===== config.mk =====
export PLATFORM = sky130hd
export DESIGN_NAME = audio_word_fmt
export DESIGN_NICKNAME = d
export VERILOG_FILES = /design/src/rtl/awf_pkg.sv /design/src/rtl/awf_tx_unpack.sv /design/src/rtl/awf_cap_gate.sv /design/src/rtl/awf_rx_pack.sv /design/src/rtl/audio_word_fmt.sv
export SDC_FILE = /design/constraint.sdc
export NUM_CORES = 1
export LEC_CHECK = 0
export BUFFER_PORTS_ARGS = -buffer_cell sky130_fd_sc_hd__buf_2
export CAP_MARGIN = 40
export CORE_MARGIN = 2
export CORE_UTILIZATION = 30
export CTS_CLUSTER_SIZE = 16
export DETAILED_ROUTE_END_ITERATION = 8
export GPL_TIMING_DRIVEN = 0
export PLACE_DENSITY = 0.56
export SYNTH_ARGS = -nofsm -noshare
export SYNTH_HDL_FRONTEND = slang
export SYNTH_SLANG_ARGS = --single-unit

===== constraint.sdc =====
create_clock -name clk -period 1.6 [get_ports clk]
set_input_delay 0.08 -clock clk [delete_from_list [all_inputs] [get_ports clk]]
set_output_delay 0.08 -clock clk [all_outputs]
set_load 0.005 [all_outputs]

===== src/rtl/awf_pkg.sv =====
package awf_pkg;
  localparam int WORD_W = 32;
  localparam int PAY_W  = 24;
  localparam int FLAG_W = 4;
  localparam int PRE_W  = 4;

  typedef enum logic [1:0] {
    FMT_16  = 2'b00,
    FMT_20  = 2'b01,
    FMT_24  = 2'b10,
    FMT_RAW = 2'b11
  } fmt_e;
endpackage


===== src/rtl/awf_tx_unpack.sv =====
module awf_tx_unpack
  import awf_pkg::*;
#(
  parameter int WORD_W = awf_pkg::WORD_W,
  parameter int PAY_W  = awf_pkg::PAY_W,
  parameter int FLAG_W = awf_pkg::FLAG_W,
  parameter int PRE_W  = awf_pkg::PRE_W,
  parameter int S20_W  = 20
) (
  input  logic              clk,
  input  logic              rst,
  input  logic [1:0]        fmt_i,
  input  logic              pack_i,
  input  logic [WORD_W-1:0] word_i,
  input  logic              word_valid_i,
  output logic              pop_o,
  input  logic              req_i,
  input  logic              left_i,
  output logic              sf_valid_o,
  output logic [PAY_W-1:0]  aud_o,
  output logic [FLAG_W-1:0] pcuv_o,
  output logic [PRE_W-1:0]  pre_o
);
  localparam int HALF_W = WORD_W / 2;
  localparam int PAD16  = PAY_W - HALF_W;
  localparam int PAD20  = PAY_W - S20_W;

  logic              packed_eff;
  logic              take;
  logic              other_used;
  logic [1:0]        used_r;   // bit0: left half taken, bit1: right half taken
  logic [HALF_W-1:0] half_sel;
  logic [PAY_W-1:0]  aud_n;
  logic [FLAG_W-1:0] pcuv_n;
  logic [PRE_W-1:0]  pre_n;

  assign packed_eff = pack_i && (fmt_i == FMT_16);
  assign take       = req_i && word_valid_i;
  assign other_used = left_i ? used_r[1] : used_r[0];
  assign pop_o      = take && (!packed_eff || other_used);
  assign half_sel   = left_i ? word_i[HALF_W-1:0] : word_i[WORD_W-1:HALF_W];

  always_comb begin
    pcuv_n = '0;
    pre_n  = '0;
    case (fmt_i)
      FMT_16:  aud_n = {(packed_eff ? half_sel : word_i[HALF_W-1:0]), {PAD16{1'b0}}};
      FMT_20:  aud_n = {word_i[S20_W-1:0], {PAD20{1'b0}}};
      FMT_24:  aud_n = word_i[PAY_W-1:0];
      default: begin
        aud_n  = word_i[PRE_W +: PAY_W];
        pcuv_n = word_i[WORD_W-1 -: FLAG_W];
        pre_n  = word_i[PRE_W-1:0];
      end
    endcase
  end

  always_ff @(posedge clk) begin
    if (rst) begin
      sf_valid_o <= 1'b0;
      aud_o      <= '0;
      pcuv_o     <= '0;
      pre_o      <= '0;
      used_r     <= '0;
    end else begin
      sf_valid_o <= take;
      if (take) begin
        aud_o  <= aud_n;
        pcuv_o <= pcuv_n;
        pre_o  <= pre_n;
      end
      if (!packed_eff) begin
        used_r <= '0;
      end else if (take) begin
        if (pop_o) used_r <= '0;
        else if (left_i) used_r[0] <= 1'b1;
        else used_r[1] <= 1'b1;
      end
    end
  end


  strobe_after_req_chk: assert property (@(posedge clk) disable iff (rst)
    (req_i && word_valid_i) |=> sf_valid_o);


  no_pop_without_word_chk: assert property (@(posedge clk) disable iff (rst)
    !word_valid_i |-> !pop_o);


  low_pad_zero_chk: assert property (@(posedge clk) disable iff (rst)
    (sf_valid_o && $past(fmt_i) == FMT_16) |-> (aud_o[PAD16-1:0] == '0));


  packed_pop_pair_chk: assert property (@(posedge clk) disable iff (rst)
    (packed_eff && pop_o) |-> (used_r != 2'b00));
endmodule


===== src/rtl/awf_cap_gate.sv =====
module awf_cap_gate (
  input  logic clk,
  input  logic rst,
  input  logic cap_en_i,
  input  logic start_left_i,
  input  logic sf_valid_i,
  input  logic left_i,
  output logic accept_o
);
  logic synced_r;

  assign accept_o = sf_valid_i && cap_en_i && (synced_r || (left_i == start_left_i));

  always_ff @(posedge clk) begin
    if (rst || !cap_en_i) synced_r <= 1'b0;
    else if (accept_o)    synced_r <= 1'b1;
  end


  synced_needs_enable_chk: assert property (@(posedge clk) disable iff (rst)
    !cap_en_i |=> !synced_r);
endmodule


===== src/rtl/awf_rx_pack.sv =====
module awf_rx_pack
  import awf_pkg::*;
#(
  parameter int WORD_W = awf_pkg::WORD_W,
  parameter int PAY_W  = awf_pkg::PAY_W,
  parameter int FLAG_W = awf_pkg::FLAG_W,
  parameter int PRE_W  = awf_pkg::PRE_W,
  parameter int S20_W  = 20
) (
  input  logic              clk,
  input  logic              rst,
  input  logic [1:0]        fmt_i,
  input  logic              pack_i,
  input  logic              cap_en_i,
  input  logic              sf_valid_i,
  input  logic              accept_i,
  input  logic              left_i,
  input  logic [PAY_W-1:0]  aud_i,
  input  logic [FLAG_W-1:0] pcuv_i,
  input  logic [PRE_W-1:0]  pre_i,
  output logic              push_o,
  output logic [WORD_W-1:0] word_o
);
  localparam int HALF_W = WORD_W / 2;
  localparam int HDR_W  = FLAG_W + PRE_W;
  localparam int ZP16   = WORD_W - HDR_W - HALF_W;
  localparam int ZP20   = WORD_W - HDR_W - S20_W;

  logic              packed_eff;
  logic              hold_v;
  logic              hold_left;
  logic [HALF_W-1:0] hold_half;
  logic [HALF_W-1:0] half_in;
  logic              pair_done;
  logic [WORD_W-1:0] flat_w;
  logic [WORD_W-1:0] pair_w;

  assign packed_eff = pack_i && (fmt_i == FMT_16);
  assign half_in    = aud_i[PAY_W-1 -: HALF_W];
  assign pair_done  = hold_v && (hold_left != left_i);
  assign pair_w     = left_i ? {hold_half, half_in} : {half_in, hold_half};

  always_comb begin
    case (fmt_i)
      FMT_16:  flat_w = {pcuv_i, pre_i, {ZP16{1'b0}}, aud_i[PAY_W-1 -: HALF_W]};
      FMT_20:  flat_w = {pcuv_i, pre_i, {ZP20{1'b0}}, aud_i[PAY_W-1 -: S20_W]};
      FMT_24:  flat_w = {pcuv_i, pre_i, aud_i};
      default: flat_w = {pcuv_i, aud_i, pre_i};
    endcase
  end

  always_ff @(posedge clk) begin
    if (rst) begin
      push_o    <= 1'b0;
      word_o    <= '0;
      hold_v    <= 1'b0;
      hold_left <= 1'b0;
      hold_half <= '0;
    end else begin
      push_o <= 1'b0;
      if (!cap_en_i || !packed_eff) hold_v <= 1'b0;
      if (accept_i) begin
        if (packed_eff) begin
          if (pair_done) begin
            push_o <= 1'b1;
            word_o <= pair_w;
            hold_v <= 1'b0;
          end else begin
            hold_v    <= 1'b1;
            hold_left <= left_i;
            hold_half <= half_in;
          end
        end else begin
          push_o <= 1'b1;
          word_o <= flat_w;
        end
      end
    end
  end


  push_after_strobe_chk: assert property (@(posedge clk) disable iff (rst)
    push_o |-> $past(sf_valid_i));


  quiet_when_off_chk: assert property (@(posedge clk) disable iff (rst)
    !cap_en_i |=> !push_o);


  packed_pair_chk: assert property (@(posedge clk) disable iff (rst)
    (push_o && $past(packed_eff)) |-> $past(hold_v));
endmodule


===== src/rtl/audio_word_fmt.sv =====
module audio_word_fmt
  import awf_pkg::*;
#(
  parameter int WORD_W = awf_pkg::WORD_W,
  parameter int PAY_W  = awf_pkg::PAY_W,
  parameter int FLAG_W = awf_pkg::FLAG_W,
  parameter int PRE_W  = awf_pkg::PRE_W
) (
  input  logic              clk,
  input  logic              rst,
  input  logic [1:0]        fmt_sel,
  input  logic              pack_en,
  input  logic              cap_en,
  input  logic              cap_start_left,
  input  logic [WORD_W-1:0] tx_word,
  input  logic              tx_word_avail,
  output logic              tx_word_pop,
  input  logic              sf_req,
  input  logic              sf_req_left,
  output logic              tx_sf_valid,
  output logic [PAY_W-1:0]  tx_aud,
  output logic [FLAG_W-1:0] tx_pcuv,
  output logic [PRE_W-1:0]  tx_pre,
  input  logic              rx_sf_valid,
  input  logic              rx_sf_left,
  input  logic [PAY_W-1:0]  rx_aud,
  input  logic [FLAG_W-1:0] rx_pcuv,
  input  logic [PRE_W-1:0]  rx_pre,
  output logic              rx_push,
  output logic [WORD_W-1:0] rx_word
);
  logic rx_accept;

  awf_tx_unpack #(.WORD_W(WORD_W), .PAY_W(PAY_W), .FLAG_W(FLAG_W), .PRE_W(PRE_W)) tx_u (
    .clk(clk), .rst(rst), .fmt_i(fmt_sel), .pack_i(pack_en),
    .word_i(tx_word), .word_valid_i(tx_word_avail), .pop_o(tx_word_pop),
    .req_i(sf_req), .left_i(sf_req_left), .sf_valid_o(tx_sf_valid),
    .aud_o(tx_aud), .pcuv_o(tx_pcuv), .pre_o(tx_pre)
  );

  awf_cap_gate gate_u (
    .clk(clk), .rst(rst), .cap_en_i(cap_en), .start_left_i(cap_start_left),
    .sf_valid_i(rx_sf_valid), .left_i(rx_sf_left), .accept_o(rx_accept)
  );

  awf_rx_pack #(.WORD_W(WORD_W), .PAY_W(PAY_W), .FLAG_W(FLAG_W), .PRE_W(PRE_W)) rx_u (
    .clk(clk), .rst(rst), .fmt_i(fmt_sel), .pack_i(pack_en), .cap_en_i(cap_en),
    .sf_valid_i(rx_sf_valid), .accept_i(rx_accept), .left_i(rx_sf_left),
    .aud_i(rx_aud), .pcuv_i(rx_pcuv), .pre_i(rx_pre),
    .push_o(rx_push), .word_o(rx_word)
  );
endmodule


==> results.md <==
- Worst rel slew slack: a little over half
- YS warnings: 0
- Hpwl dp: between 10000 and 15000 um
- Post-DRT Antenna Nets: 0
- H-tree levels: 3
- Vias post-DR: about 5200
- Cell Chain, Critical Path: xnor2_2 > o21a_1 > or3_4 > inv_4 > buf_8 > buf_12 > a32o_1
- Largest net degree at the start of global routing: 17
- Area grow syn2layout: 29.8%
- Placed cell areas: 0.00583 mm^2
- Reg clk slew, reported paths: 0.07 ns
- Syn Std Cell Area: 0.00486 mm^2
- CTS Buf Count: 9
- Tot GR Track Use: 21.5%
- Drt first pass iters: 8
- Max-slew violation count: 0
- Crit path max-delay cell type: or3_4
- Layout cells sized above 1: 29.9%
- Final worst slack: -0.0309 ns
- FF-to-FF Start: rx_u.hold_left$_SDFFE_PP0P_
- CP Buf/Inv Count: 3
- Measured slew at the worst slew-check pin: 0.715 ns
- Seq/Total Area, Yosys: 35.8%
- Layout Skew: 0.00936 ns
- CP top delay family: compound AO/OA/AOI/OAI gates
- Final Power: 0.00563 W
- IR drop worst, VDD: 0.637 mV
- GRT Residual Overflow: 0
- Final Critical Period: 1.63 ns
- Fmax: 0.613 GHz
- I/O Buffers: 140
- Row Count: 46
- Core area: between 0.015 and 0.02 mm^2
- Number of global-route vias before repair: 5211
- Leakage power: 2.71 nW
- Failing checks: setup timing
- Ports: 143
- Final period util: 102%
- WL final: 19000 um
- Initial Util: slightly above 30%
- Unrepaired setup endpoints after global routing: yes
- Global placer's final weighted congestion: between 0.9 and 1
- Nets: 791
- Drt drc: 0
- CTS tree: built
- Fin util: 39.7%
- Design area: ~0.0063 mm^2
- Hold Buf Count CTS: 0
- Placed cells: 912
- Mapped Nets: between 600 and 700
- Die height: 131 um
- Iter 0 DRT Violations: 323
- CP Launch Type: flop
- Pwr per Cell Area: 893 mW/mm^2
- Die area: ~0.017 mm^2
- Max FO, Critical Path: 4
- Clock sink count: 87
- Final setup violation count: 14
- Hold_sp: tx_word[30]
- Mean routed wirelength per cell: 20.3 um
- CP Capture Type: flop
- Die W: 131 um
- CP Data Arrival Time: 1.92 ns
- Vias/cell: ~5.6
- Worst hold-check path type: primary input to flop
- Global-route wire length before repair: slightly below 30000 um
- Initial antenna violation count: 1
- Syn Area/Cell: 8.74 um^2
- Worst Setup SP: rx_u.hold_left$_SDFFE_PP0P_
- Clock latency on the worst-skew pair: ~0.35 ns
- Yosys cell types: between 40 and 50
- Seq cells post-synth: a little under 90
- Final hold violations: 0
- WS Path Type: flop to flop
- Setup WS pre-CTS: -0.571 ns
- Clock Tree Root: clkbuf_16
- Clock Tree Buf Depth: 2
- Max incr delay on CP: between 0.3 and 0.4 ns
- Req. time, crit path: 1.89 ns
- Status: finished, violations left
- Final Non-Filler Cells: 937
- Synth Instances: 556
- Max cap viols: 0
## layout make-up
| type | instances | area, um^2 |
|---|---|---|
| fillers | 1699 | 9580 |
| multi-input cells | 413 | 2900 |
| flip-flops and latches | 87 | 1740 |
| repair buffers | 151 | 808 |
| well taps | 216 | 270 |
| plain buffers | 50 | 256 |
| clock buffers | 10 | 239 |
| clock inverters | 6 | 75.1 |
| inverters | 3 | 13.8 |
| diodes | 1 | 2.50 |
## worst reg2reg max path: cells and delay by family (launching register included)
kind	cells	cell delay [ns]
simple gates	1	0.38
xor+xnor	1	0.15
buf+inv	3	0.32
compound gates	2	0.39
flops	1	0.33
## flip-flops by register name (all words and copies together) (netlist names)
| name | flops |
|---|---|
| rx_u.hold_half | 16 |
| rx_u.hold_left | 1 |
| gate_u.synced_r | 1 |
| rx_u.hold_v | 1 |
| tx_u.aud_o | 24 |
| rx_u.word_o | 32 |
| tx_u.sf_valid_o | 1 |
| tx_u.pcuv_o | 4 |
| rx_u.push_o | 1 |
| tx_u.pre_o | 4 |
| tx_u.used_r | 2 |
## placed cells by master, fill, tap and decap left out, types with 2 or more instances in the layout
cell type,instances
clkbuf_2,8
or2_2,2
o2bb2ai_1,4
a221oi_1,4
a211oi_1,4
nor3_1,39
mux4_2,10
clkbuf_1,23
a22oi_1,12
nand2_1,35
o22ai_1,22
inv_6,2
nor2_1,41
o21a_1,17
mux2i_1,49
mux2_2,5
buf_12,2
o21ai_1,14
buf_2,148
clkbuf_16,9
o21ai_0,17
a32o_1,15
nand3_1,26
nor2b_1,5
nor3b_1,2
buf_4,12
dfxtp_1,86
nand2b_1,3
buf_1,4
a21oi_1,44
mux2_1,17
inv_1,2
a22o_1,13
buf_8,3
## cells in the mapped netlist, drive strengths merged
cell type  count  share of area, %
a211oi         4              0.62
a21boi         1              0.15
a21oi         45               4.7
a221oi         4              0.72
a22o          13               2.3
a22oi         12               1.9
a32o          15               3.1
and2           1              0.13
and3           1              0.13
buf           20               2.3
clkbuf        33               2.5
dfxtp         87                36
inv            3              0.23
mux2          22               5.1
mux2i         49                10
mux4          10               4.6
nand2         35               2.7
nand2b         3              0.39
nand3         26               2.7
nor2          41               3.2
nor2b          5              0.64
nor3          39               4.0
nor3b          3              0.70
o211a          1              0.21
o211ai         1              0.26
o21a          17               2.6
o21ai         32               3.4
o22ai         22               2.8
o2bb2ai        4              0.72
or2            3              0.39
or3            1              0.23
or3b           1              0.18
xnor2          2              0.36
## where the power goes
part	internal, W	switching, W	total (W)	leakage [nW]
combinational	0.000450	0.000635	0.00108	1.85
clock	0.00128	0.000974	0.00225	0.152
sequential	0.00225	0.0000453	0.00229	0.708
total	0.00398	0.00165	0.00563	2.71
## cell families (layout without fill, tap and decap cells)
family | Yosys count | after routing | synth area share, %
compound gates | 171 | 171 | 23.5
simple gates | 159 | 159 | 15.3
flops | 87 | 87 | 35.8
mux | 81 | 81 | 19.8
buf+inv | 56 | 220 | 5.12
xor+xnor | 2 | 2 | 0.361
other cells | 0 | 1 | 0
## path summary, 6_finish.rpt
check | endpoint | slack (ns) | depth (start not counted)
max reg2reg | rx_u.word_o[8]$_SDFFE_PP0P_ | -0.03 | 7
min reg2reg | rx_u.word_o[29]$_SDFFE_PP0P_ | 0.46 | 1
max | rx_u.word_o[8]$_SDFFE_PP0P_ | -0.03 | 7
min | tx_u.pcuv_o[2]$_SDFFE_PP0P_ | 0.01 | 3
## what timing repair did
item	CTS	global route
buffers inserted	9	2
resized for setup	15	12
endpoints found under the setup margin	52	51
pin swaps	2	1
## per-stage QoR
step                hold WS [ns]  TNS, ns
CTS                      0.00389   -0.736
finish                    0.0115   -0.152
global placement           0.367   -24.65
detailed placement         0.366   -28.39
global route              0.0237   -0.947
floorplan                  0.228        0
## routing by layer
metal	routed length, um	track usage [%]	vias to the layer above
li1	-	-	2397
met1	7940	26.6	2508
met2	8930	36.1	266
met3	1550	4.90	36
met4	550	8.64	0
met5	0	0	-
No activity file was read; power rests on OpenSTA's default activity.
